File: config.mk
export PLATFORM = sky130hd
export DESIGN_NAME = pll_div_search
export DESIGN_NICKNAME = d
export VERILOG_FILES = /design/src/rtl/pll_div_search_pkg.sv /design/src/rtl/pll_div_seq_divider.sv /design/src/rtl/pll_div_range_walk.sv /design/src/rtl/pll_div_search.sv
export SDC_FILE = /design/constraint.sdc
export NUM_CORES = 2
export LEC_CHECK = 0
export BUFFER_PORTS_ARGS = -buffer_cell sky130_fd_sc_hd__clkbuf_2
export CORE_MARGIN = 3
export CORE_UTILIZATION = 60
export DETAILED_ROUTE_END_ITERATION = 7
export GPL_TIMING_DRIVEN = 1
export PLACE_DENSITY = 0.87
export SYNTH_ARGS = -nofsm -noshare
export SYNTH_HDL_FRONTEND = slang
export SYNTH_HIERARCHICAL = 1
export SYNTH_SLANG_ARGS = --single-unit
File: constraint.sdc
create_clock -name clk -period 9.6 [get_ports clk]
set_input_delay 1.44 -clock clk [delete_from_list [all_inputs] [get_ports clk]]
set_output_delay 1.44 -clock clk [all_outputs]
set_load 0.02 [all_outputs]
File: src/rtl/pll_div_search_pkg.sv
`timescale 1ns/1ps
package pll_div_search_pkg;

  typedef enum logic [3:0] {
    ST_IDLE,
    ST_DIV_NLO,
    ST_DIV_NHI,
    ST_N_SETUP,
    ST_DIV_FINT,
    ST_DIV_MLO,
    ST_DIV_MHI,
    ST_DIV_MHW,
    ST_M_SETUP,
    ST_OFFER
  } srch_state_t;

endpackage

File: src/rtl/pll_div_seq_divider.sv
`timescale 1ns/1ps
// Restoring divider: one quotient bit per cycle, result W cycles after go.
module pll_div_seq_divider #(
  parameter int W = 32
) (
  input  logic         clk,
  input  logic         rst_n,
  input  logic         go_i,
  input  logic [W-1:0] dividend_i,
  input  logic [W-1:0] divisor_i,
  output logic [W-1:0] quo_o,
  output logic [W-1:0] rem_o,
  output logic         done_o
);
  localparam int CW = $clog2(W + 1);

  logic [W-1:0]  quo_q, rem_q, dvsr_q;
  logic [CW-1:0] cnt_q;
  logic          run_q, done_q;
  logic [W:0]    trial;
  logic          fits;

  always_comb begin
    trial = {rem_q, quo_q[W-1]};
    fits  = (trial >= {1'b0, dvsr_q});
  end

  always_ff @(posedge clk or negedge rst_n) begin
    if (!rst_n) begin
      quo_q  <= '0;
      rem_q  <= '0;
      dvsr_q <= '0;
      cnt_q  <= '0;
      run_q  <= 1'b0;
      done_q <= 1'b0;
    end else begin
      done_q <= 1'b0;
      if (go_i) begin
        quo_q  <= dividend_i;
        rem_q  <= '0;
        dvsr_q <= divisor_i;
        cnt_q  <= CW'(W);
        run_q  <= 1'b1;
      end else if (run_q) begin
        if (fits) begin
          rem_q <= W'(trial - {1'b0, dvsr_q});
          quo_q <= {quo_q[W-2:0], 1'b1};
        end else begin
          rem_q <= trial[W-1:0];
          quo_q <= {quo_q[W-2:0], 1'b0};
        end
        cnt_q <= cnt_q - CW'(1);
        if (cnt_q == CW'(1)) begin
          run_q  <= 1'b0;
          done_q <= 1'b1;
        end
      end
    end
  end

  assign quo_o  = quo_q;
  assign rem_o  = rem_q;
  assign done_o = done_q;
endmodule

File: src/rtl/pll_div_range_walk.sv
`timescale 1ns/1ps
// Orders one loop: picks first value, last (excluded) value and the step.
module pll_div_range_walk #(
  parameter int W = 32
) (
  input  logic [W-1:0] lo_i,
  input  logic [W-1:0] hi_i,
  input  logic [W-1:0] cur_i,
  input  logic         rev_i,
  output logic [W-1:0] first_o,
  output logic [W-1:0] next_o,
  output logic         empty_o,
  output logic         next_end_o
);
  logic [W-1:0] last;

  always_comb begin
    first_o    = rev_i ? hi_i : lo_i;
    last       = rev_i ? lo_i : hi_i;
    empty_o    = rev_i ? (hi_i <= lo_i) : (lo_i >= hi_i);
    next_o     = rev_i ? (cur_i - W'(1)) : (cur_i + W'(1));
    next_end_o = (next_o == last);
  end
endmodule

File: src/rtl/pll_div_search.sv
`timescale 1ns/1ps
module pll_div_search
  import pll_div_search_pkg::*;
#(
  parameter int FW = 32
) (
  input  logic          clk,
  input  logic          rst_n,
  input  logic          start,
  input  logic [FW-1:0] clkin_rate,
  input  logic [FW-1:0] fint_min,
  input  logic [FW-1:0] fint_max,
  input  logic [FW-1:0] osc_min,
  input  logic [FW-1:0] osc_max,
  input  logic [FW-1:0] osc_hw_max,
  input  logic [FW-1:0] n_limit,
  input  logic [FW-1:0] m_limit,
  input  logic          reverse_order,
  output logic          busy,
  output logic          cand_valid,
  input  logic          cand_ready,
  input  logic          cand_accept,
  output logic [FW-1:0] cand_n,
  output logic [FW-1:0] cand_m,
  output logic [FW-1:0] cand_fint,
  output logic [2*FW:0] cand_osc,
  output logic          done,
  output logic          found
);
  localparam int OW = 2 * FW + 1;

  srch_state_t state_q;

  logic [FW-1:0] c_clkin, c_fmin, c_fmax, c_omin, c_omax, c_ohw, c_nmax, c_mmax;
  logic          c_rev;
  logic [FW-1:0] n_lo, n_hi, n_cur, m_lo, m_hi, m_cur, fint_q;
  logic          div_go, done_q, found_q;

  logic [FW-1:0] div_a, div_b, div_q, div_r;
  logic          div_done;
  logic [FW:0]   ceil_w;
  logic [FW-1:0] ceil_n, half_up, q_half;

  logic [FW-1:0] n_first, n_next, m_first, m_next;
  logic          n_empty, n_next_end, m_empty, m_next_end;

  // operand selection follows the state that issued the division
  always_comb begin
    div_a = c_clkin;
    div_b = c_fmax;
    unique case (state_q)
      ST_DIV_NHI:  begin div_a = c_clkin; div_b = c_fmin; end
      ST_DIV_FINT: begin div_a = c_clkin; div_b = n_cur;  end
      ST_DIV_MLO:  begin div_a = c_omin;  div_b = fint_q; end
      ST_DIV_MHI:  begin div_a = (c_omax == '0) ? '1 : c_omax; div_b = fint_q; end
      ST_DIV_MHW:  begin div_a = c_ohw;   div_b = fint_q; end
      default:     begin div_a = c_clkin; div_b = c_fmax; end
    endcase
  end

  pll_div_seq_divider #(.W(FW)) u_div (
    .clk        (clk),
    .rst_n      (rst_n),
    .go_i       (div_go),
    .dividend_i (div_a),
    .divisor_i  (div_b),
    .quo_o      (div_q),
    .rem_o      (div_r),
    .done_o     (div_done)
  );

  always_comb begin
    ceil_w  = {1'b0, div_q} + {{FW{1'b0}}, (div_r != '0)};
    ceil_n  = ceil_w[FW] ? '1 : ceil_w[FW-1:0];
    half_up = ceil_w[FW:1] + {{(FW-1){1'b0}}, ceil_w[0]};
    q_half  = {1'b0, div_q[FW-1:1]};
  end

  pll_div_range_walk #(.W(FW)) u_nwalk (
    .lo_i (n_lo), .hi_i (n_hi), .cur_i (n_cur), .rev_i (c_rev),
    .first_o (n_first), .next_o (n_next), .empty_o (n_empty), .next_end_o (n_next_end)
  );

  pll_div_range_walk #(.W(FW)) u_mwalk (
    .lo_i (m_lo), .hi_i (m_hi), .cur_i (m_cur), .rev_i (c_rev),
    .first_o (m_first), .next_o (m_next), .empty_o (m_empty), .next_end_o (m_next_end)
  );

  always_ff @(posedge clk or negedge rst_n) begin
    if (!rst_n) begin
      state_q <= ST_IDLE;
      c_clkin <= '0; c_fmin <= '0; c_fmax <= '0; c_omin <= '0;
      c_omax  <= '0; c_ohw  <= '0; c_nmax <= '0; c_mmax <= '0;
      c_rev   <= 1'b0;
      n_lo <= '0; n_hi <= '0; n_cur <= '0;
      m_lo <= '0; m_hi <= '0; m_cur <= '0;
      fint_q  <= '0;
      div_go  <= 1'b0;
      done_q  <= 1'b0;
      found_q <= 1'b0;
    end else begin
      div_go <= 1'b0;
      done_q <= 1'b0;
      unique case (state_q)
        ST_IDLE: if (start) begin
          c_clkin <= clkin_rate; c_fmin <= fint_min; c_fmax <= fint_max;
          c_omin  <= osc_min;    c_omax <= osc_max;  c_ohw  <= osc_hw_max;
          c_nmax  <= n_limit;    c_mmax <= m_limit;  c_rev  <= reverse_order;
          found_q <= 1'b0;
          state_q <= ST_DIV_NLO;
          div_go  <= 1'b1;
        end
        ST_DIV_NLO: if (div_done) begin
          n_lo    <= (ceil_n == '0) ? FW'(1) : ceil_n;
          state_q <= ST_DIV_NHI;
          div_go  <= 1'b1;
        end
        ST_DIV_NHI: if (div_done) begin
          n_hi    <= (div_q < c_nmax) ? div_q : c_nmax;
          state_q <= ST_N_SETUP;
        end
        ST_N_SETUP: begin
          if (n_empty) begin
            done_q  <= 1'b1;
            state_q <= ST_IDLE;
          end else begin
            n_cur   <= n_first;
            state_q <= ST_DIV_FINT;
            div_go  <= 1'b1;
          end
        end
        ST_DIV_FINT: if (div_done) begin
          fint_q  <= div_q;
          state_q <= ST_DIV_MLO;
          div_go  <= 1'b1;
        end
        ST_DIV_MLO: if (div_done) begin
          m_lo    <= (half_up == '0) ? FW'(1) : half_up;
          state_q <= ST_DIV_MHI;
          div_go  <= 1'b1;
        end
        ST_DIV_MHI: if (div_done) begin
          m_hi    <= (q_half < c_mmax) ? q_half : c_mmax;
          state_q <= ST_DIV_MHW;
          div_go  <= 1'b1;
        end
        ST_DIV_MHW: if (div_done) begin
          if (q_half < m_hi) m_hi <= q_half;
          state_q <= ST_M_SETUP;
        end
        ST_M_SETUP: begin
          if (!m_empty) begin
            m_cur   <= m_first;
            state_q <= ST_OFFER;
          end else if (n_next_end) begin
            done_q  <= 1'b1;
            state_q <= ST_IDLE;
          end else begin
            n_cur   <= n_next;
            state_q <= ST_DIV_FINT;
            div_go  <= 1'b1;
          end
        end
        ST_OFFER: if (cand_ready) begin
          if (cand_accept) begin
            found_q <= 1'b1;
            done_q  <= 1'b1;
            state_q <= ST_IDLE;
          end else if (!m_next_end) begin
            m_cur <= m_next;
          end else if (n_next_end) begin
            done_q  <= 1'b1;
            state_q <= ST_IDLE;
          end else begin
            n_cur   <= n_next;
            state_q <= ST_DIV_FINT;
            div_go  <= 1'b1;
          end
        end
        default: state_q <= ST_IDLE;
      endcase
    end
  end

  logic [OW-1:0] mf_prod;
  assign mf_prod = OW'(m_cur) * OW'(fint_q);

  assign busy       = (state_q != ST_IDLE);
  assign cand_valid = (state_q == ST_OFFER);
  assign cand_n     = n_cur;
  assign cand_m     = m_cur;
  assign cand_fint  = fint_q;
  assign cand_osc   = {mf_prod[OW-2:0], 1'b0};
  assign done       = done_q;
  assign found      = found_q;
endmodule

== Yosys cells after proc, flatten, opt, wreduce, memory -nomap -nowiden ==
Cells that the tools add are included.

* Bits of input ports: 262
* Output and inout bits: 165
* Logic and storage cells: 175
* Register bits: 592

* Reductions and logical operators: 23
* Multiply operators: 1
* Mux-type cells: 80
* $add $sub $neg: 8
* Equality and inequality tests: 29
* Magnitude comparators: 8

{| class="wikitable"
|+ Operators by type and width
! operator !! count
|-
| 32-bit two-way mux || 30
|-
| 32-bit case mux with 3 select lines || 3
|-
| 32-bit case mux with 2 select lines || 2
|-
| 32-bit zero test || 3
|-
| 32-bit by 1-bit adder with 32-bit output (second input constant) || 2
|-
| 32-bit equality test || 2
|-
| 32-bit greater-or-equal comparator || 2
|-
| 32-bit <= comparator || 2
|-
| 31-bit by 32-bit < comparator with 1-bit output || 2
|-
| 32-bit by 32-bit multiplier with 64-bit output || 1
|-
| 32-bit by 1-bit subtractor with 32-bit output (second input constant) || 2
|-
| 4-bit two-way mux || 11
|-
| 4-bit case mux with 10 select lines || 1
|-
| 32-bit by 1-bit adder with 33-bit output || 1
|-
| 33-bit by 32-bit greater-or-equal comparator with 1-bit output || 1
|-
| 32-bit by 1-bit adder with 32-bit output || 1
|-
| 32-bit < comparator || 1
|-
| 32-bit nonzero test || 1
|-
| 32-bit subtractor || 1
|-
| 1-bit two-way mux || 26
|-
| 2-bit by 1-bit != test with 1-bit output (second input constant) || 9
|-
| 4-bit by 3-bit equality test with 1-bit output (second input constant) || 4
|-
| 2-bit != test (second input constant) || 7
|-
| 6-bit two-way mux || 2
|-
| 21 further kinds || 32
|}

== Logic depth before layout (Yosys ltp) ==
* Word-level depth: 8
* Depth in mapped cells: 27
* Depth with buffers taken out: 26

== Cells and area by module ==
Netlist, hierarchy kept.

{| class="wikitable"
|+ Modules (own cells, without submodules)
! module !! area an instance (µm²) !! times used !! cells each !! seq. area each (µm²)
|-
| pll_div_search || 59060.4 || 1 || 6090 || 12211.7
|-
| pll_div_range_walk || 4067.7 || 2 || 552 || 0.0
|-
| pll_div_seq_divider || 6429.9 || 1 || 755 || 2602.5
|}

== Worst setup path after synthesis ==
No wires, ideal clock.

* Kind: reg2out
* From: reg fint_q[10], in the netlist cand_fint[10]
* To: out cand_osc[51]
* Slack: 0.443 ns
* Arrival: 7.717 ns
* Stages on the path, launching flop included: 24
* Data required time: 8.160 ns
* Path buffers: 1
* Cell sequence: dfrtp_1 > clkbuf_1 > and2_1 > fa_1 > fa_1 > inv_1 > fa_1 > fa_1 > inv_1 > fa_1 > fa_1 > fa_1 > inv_1 > fa_1 > inv_1 > ha_1 > or3_1 > nor3_1 > a21oi_1 > o2bb2ai_1 > o31ai_1 > o21ai_0 > or2_2 > o311ai_0

* Word-level cells in the longest chain between the ends: 1

{| class="wikitable"
|+ Ends and longest elaborated chain
! element !! line !! source
|-
| start: declaration || pll_div_search.sv:36 || <nowiki>logic [FW-1:0] n_lo, n_hi, n_cur, m_lo, m_hi, m_cur, fint_q;</nowiki>
|-
| start signal: assignment || pll_div_search.sv:133 || <nowiki>fint_q <= div_q;</nowiki>
|-
| 32-bit by 32-bit multiplier with 64-bit output || pll_div_search.sv:186 || <nowiki>assign mf_prod = OW'(m_cur) * OW'(fint_q);</nowiki>
|-
| end: declaration || pll_div_search.sv:26 || <nowiki>output logic [2*FW:0] cand_osc,</nowiki>
|}

No other way between the ends.

== Worst setup path after layout ==
* From: reg fint_q[9], in the netlist cand_fint[9]
* To: out cand_osc[60]

Same word-level chain as after synthesis.

==> run summary <==
Vias/cell - 6.28
R2R Setup Slk - 2.52 ns
Hold path start - c_fmin[22]
GPL Wtd Cong - 1.00
H-tree level count - 2
Critical Path Sink Type - output port
DR WL/cell - 24.9 um
Synth area leaders - fa_1 (24%), dfrtp_1 (20%), ha_1 (8.8%)
Flops & latches, synth - 592
CTS Root Cell - clkbuf_16
CP startpoint kind - register
Final instance area - 0.0830 mm2
Minimum hold slack - 0.504 ns
Peak supply drop - 0.227 mV
Initial drt markers - 6747
IO Port Bufs - 425
Routed WL - 249 mm
Syn. warnings - 6
GR Util met3 - 8.28%
Netlist cell types - 100
Slew HR - 15.8%
Routed Antenna Nets - 0
Worst slew pin tran - 1.26 ns
Final max-slew violation count - 0
Critical R2R Capture - cand_m[6]
Worst hold path type - register to register
Worst hold endpoint - c_fmin[22]
Status - complete, but fails checks
Hold_buf cts - 0
CP Data Required Time - 8.16 ns
P_sw - 1.19 mW
Initial antenna violation count - 14
Gate power share - 2.2%
First-pass GRT wire length - 369 mm
Syn Nets - 9626
PwrDens - 62.4 mW/mm2
CP Max Fanout - 13
Internal power - 3.99 mW
Largest area contributor in the synthesized netlist - fa_1
Row count - 127
Synth-to-Final Area Change - 12.8%
Final clock skew - 0.0272 ns
DRC viols - 0
Crit share post-route - 103%
Sequential element share of the synthesized area - 20.1%
Number of flops mapped to enable cells by yosys - 0
Ports - 427
Synthesized area per cell - 9.26 um2
Main flop type after synthesis - dfrtp_1
Initial Utilization - 60.9%
GR peak layer - met2
Final Hold Fails - 0
Reg power frac - 48.2%
Final Setup Violations - 20
Worst r2r src - c_rev
Max clock buf depth - 3
Synth Cell Area - 0.0736 mm2
DR pass1 iterations - 7
Share of cells above drive strength 1 - 19.3%
Fill cells - 8670
CTS tree - built
Failing checks - negative setup slack
Chip Width - 356 um
Total number of vias - 62907
Setup crit start - cand_fint[9]
Sw Ratio - 23.0%
Setup CP Type - register to output port
Clk Latency, worst-skew pair - 0.67 ns
Area of placed instances - 0.0781 mm2
LEAKAGE - 41.3 nW
Worst Path Arrival - 8.44 ns
Core ar. - 0.121 mm2
Synth top area share - 24.4%
Worst r2r path cells - 14
Setup TNS - -2.86 ns
Grt ovf - 0
Largest net degree at the start of global routing - 171
Max Cap Viol - 0
Clock network power share - 49.6%
Setup ws final - -0.279 ns
Vias in the first global route - 63925
CTS Sinks - 592
Gate Count Post-Synth - 7949
Async SR Flop Fraction - 100%
Chip Height - 356 um
Slowest cell on the critical path - fa_2
CTS clk-pin slew, worst paths - 0.06 ns
Total CTS buffers - 61
Hold path depth - 1
Total track usage - 37.6%
Fmax - 101 MHz
GRT met1 Usage - 48.3%
Final Critical Period - 9.88 ns
CP max stage delay - 0.59 ns
Post-DP HPWL - 186 mm
Total Nets Final - 10025
Tot Pwr - 5.18 mW
DIE AREA - 0.127 mm2
Unrepaired setup endpoints after global routing - true
Met2 GRT Util - 59.7%
[cells by family (layout without fill, tap and decap cells)]
| group | count (synthesis) | after routing | share of synthesized area (%) |
|---|---|---|---|
| compound gates | 1194 | 1194 | 10.5 |
| xor+xnor | 279 | 279 | 3.58 |
| fa+ha+maj | 1415 | 1415 | 33.2 |
| buf+inv | 1575 | 2026 | 8.16 |
| flops | 592 | 592 | 20.1 |
| mux | 610 | 610 | 8.91 |
| other cells | 1 | 13 | 0.00509 |
| simple gates | 2283 | 2283 | 15.5 |
[worst max path at each step]
stage / to / slack [ns] / cells past startpoint
3_3_place_gp: cand_osc[64] / -0.57 / 27
6_report: cand_osc[60] / -0.28 / 26
5_1_grt: cand_osc[59] / -0.47 / 29
4_1_cts: cand_osc[57] / -0.23 / 28
2_1_floorplan: cand_osc[51] / 0.44 / 23
3_5_place_dp: cand_osc[64] / -0.73 / 27
[critical path: cells and delay by family (launching register included)]
kind	cells	cell delay, ns
DFF	1	0.54
adders and majority gates	9	4.25
and+or+nand+nor	4	0.60
AOI/OAI and AO/OA	4	0.95
buffers and inverters	8	1.31
xor gates and xnor gates	1	0.12
[area by class of cell]
type / count / area, um2 / share of cell area (%)
repair buffers: 804 / 5850 / 7.05
multi-input cells: 5782 / 53900 / 64.9
flip-flops and latches: 592 / 14900 / 17.9
clock inverters: 35 / 420 / 0.506
clock buffers: 80 / 1740 / 2.09
well taps: 1612 / 2020 / 2.43
diodes: 12 / 30.0 / 0.0362
inverters: 1107 / 4160 / 5.01
[power groups by stage]
stage	Clock, mW	Combinational, mW	Sequential [mW]
2_1_floorplan	0	0.00262	2.54
3_3_place_gp	0	0.112	2.54
3_5_place_dp	0	0.115	2.54
4_1_cts	2.58	0.116	2.49
5_1_grt	2.67	0.127	2.49
6_report	2.57	0.113	2.49
[registers in the layout, indices dropped and copies added, names as in the netlist, 6 cells and up]
signal,flops
c_fmax,32
n_lo,32
c_fmin,32
cand_fint,32
u_div/dvsr_q,32
u_div/quo_o,32
u_div/cnt_q,6
u_div/rem_o,32
c_omin,32
cand_m,32
c_nmax,32
n_hi,32
c_mmax,32
c_omax,32
c_ohw,32
cand_n,32
m_lo,32
m_hi,32
c_clkin,32
[repair_timing]
action | CTS | global route
setup buffers | 36 | 101
pin swaps | 53 | 161
setup endpoints to repair | 34 | 32
cloned | 1 | 7
resized for setup | 163 | 265
[cell usage in the layout, fill, tap and decap left out, drive strengths merged, types with 32 or more instances in the layout]
| cell | synthesis | layout |
|---|---|---|
| inv | 1107 | 1114 |
| fa | 899 | 899 |
| nand2 | 862 | 862 |
| and2 | 630 | 630 |
| dfrtp | 592 | 592 |
| ha | 516 | 516 |
| clkbuf | 391 | 489 |
| buf | 77 | 394 |
| mux2 | 365 | 365 |
| o21ai | 334 | 334 |
| a21oi | 297 | 297 |
| nor2 | 276 | 276 |
| mux2i | 245 | 245 |
| xnor2 | 166 | 166 |
| a21o | 115 | 115 |
| nor3 | 102 | 102 |
| xor2 | 101 | 101 |
| nand3 | 95 | 95 |
| nand4 | 75 | 75 |
| o31ai | 50 | 50 |
| nor4 | 50 | 50 |
| nand2b | 46 | 46 |
| o22ai | 42 | 42 |
| nor2b | 38 | 38 |
| a22oi | 37 | 37 |
| and3 | 35 | 35 |
| a211oi | 33 | 33 |
| a31oi | 33 | 33 |
| o221a | 32 | 32 |
[stage by stage]
stage / instances / setup slack [ns] / utilization [%]
finish: 10024 / -0.279 / 68.7
CTS: 9908 / -0.232 / 67.1
floorplan: 7949 / 0.443 / -
global placement: 9756 / -0.569 / 64.6
detailed placement: 9756 / -0.733 / 64.6
global route: 10014 / -0.468 / 68.6
[cell usage after synthesis (100+ instances only)]
| library cell | instances |
|---|---|
| nor3_1 | 100 |
| ha_1 | 516 |
| and2_1 | 629 |
| xnor2_1 | 166 |
| inv_1 | 1107 |
| mux2i_1 | 245 |
| a21oi_1 | 297 |
| o21ai_0 | 311 |
| fa_1 | 899 |
| nor2_1 | 274 |
| a21o_1 | 113 |
| mux2_2 | 365 |
| clkbuf_1 | 389 |
| nand2_1 | 860 |
| dfrtp_1 | 592 |
[routing by layer]
layer | vias to the layer above | routed length (um) | share of wire, %
li1 | 26878 | - | -
met1 | 31003 | 90400 | 36
met2 | 4037 | 113000 | 45
met3 | 973 | 27600 | 11
met4 | 16 | 18100 | 7.3
met5 | - | 115 | 0.046
Note: power is estimated with default switching activity, not from simulation.
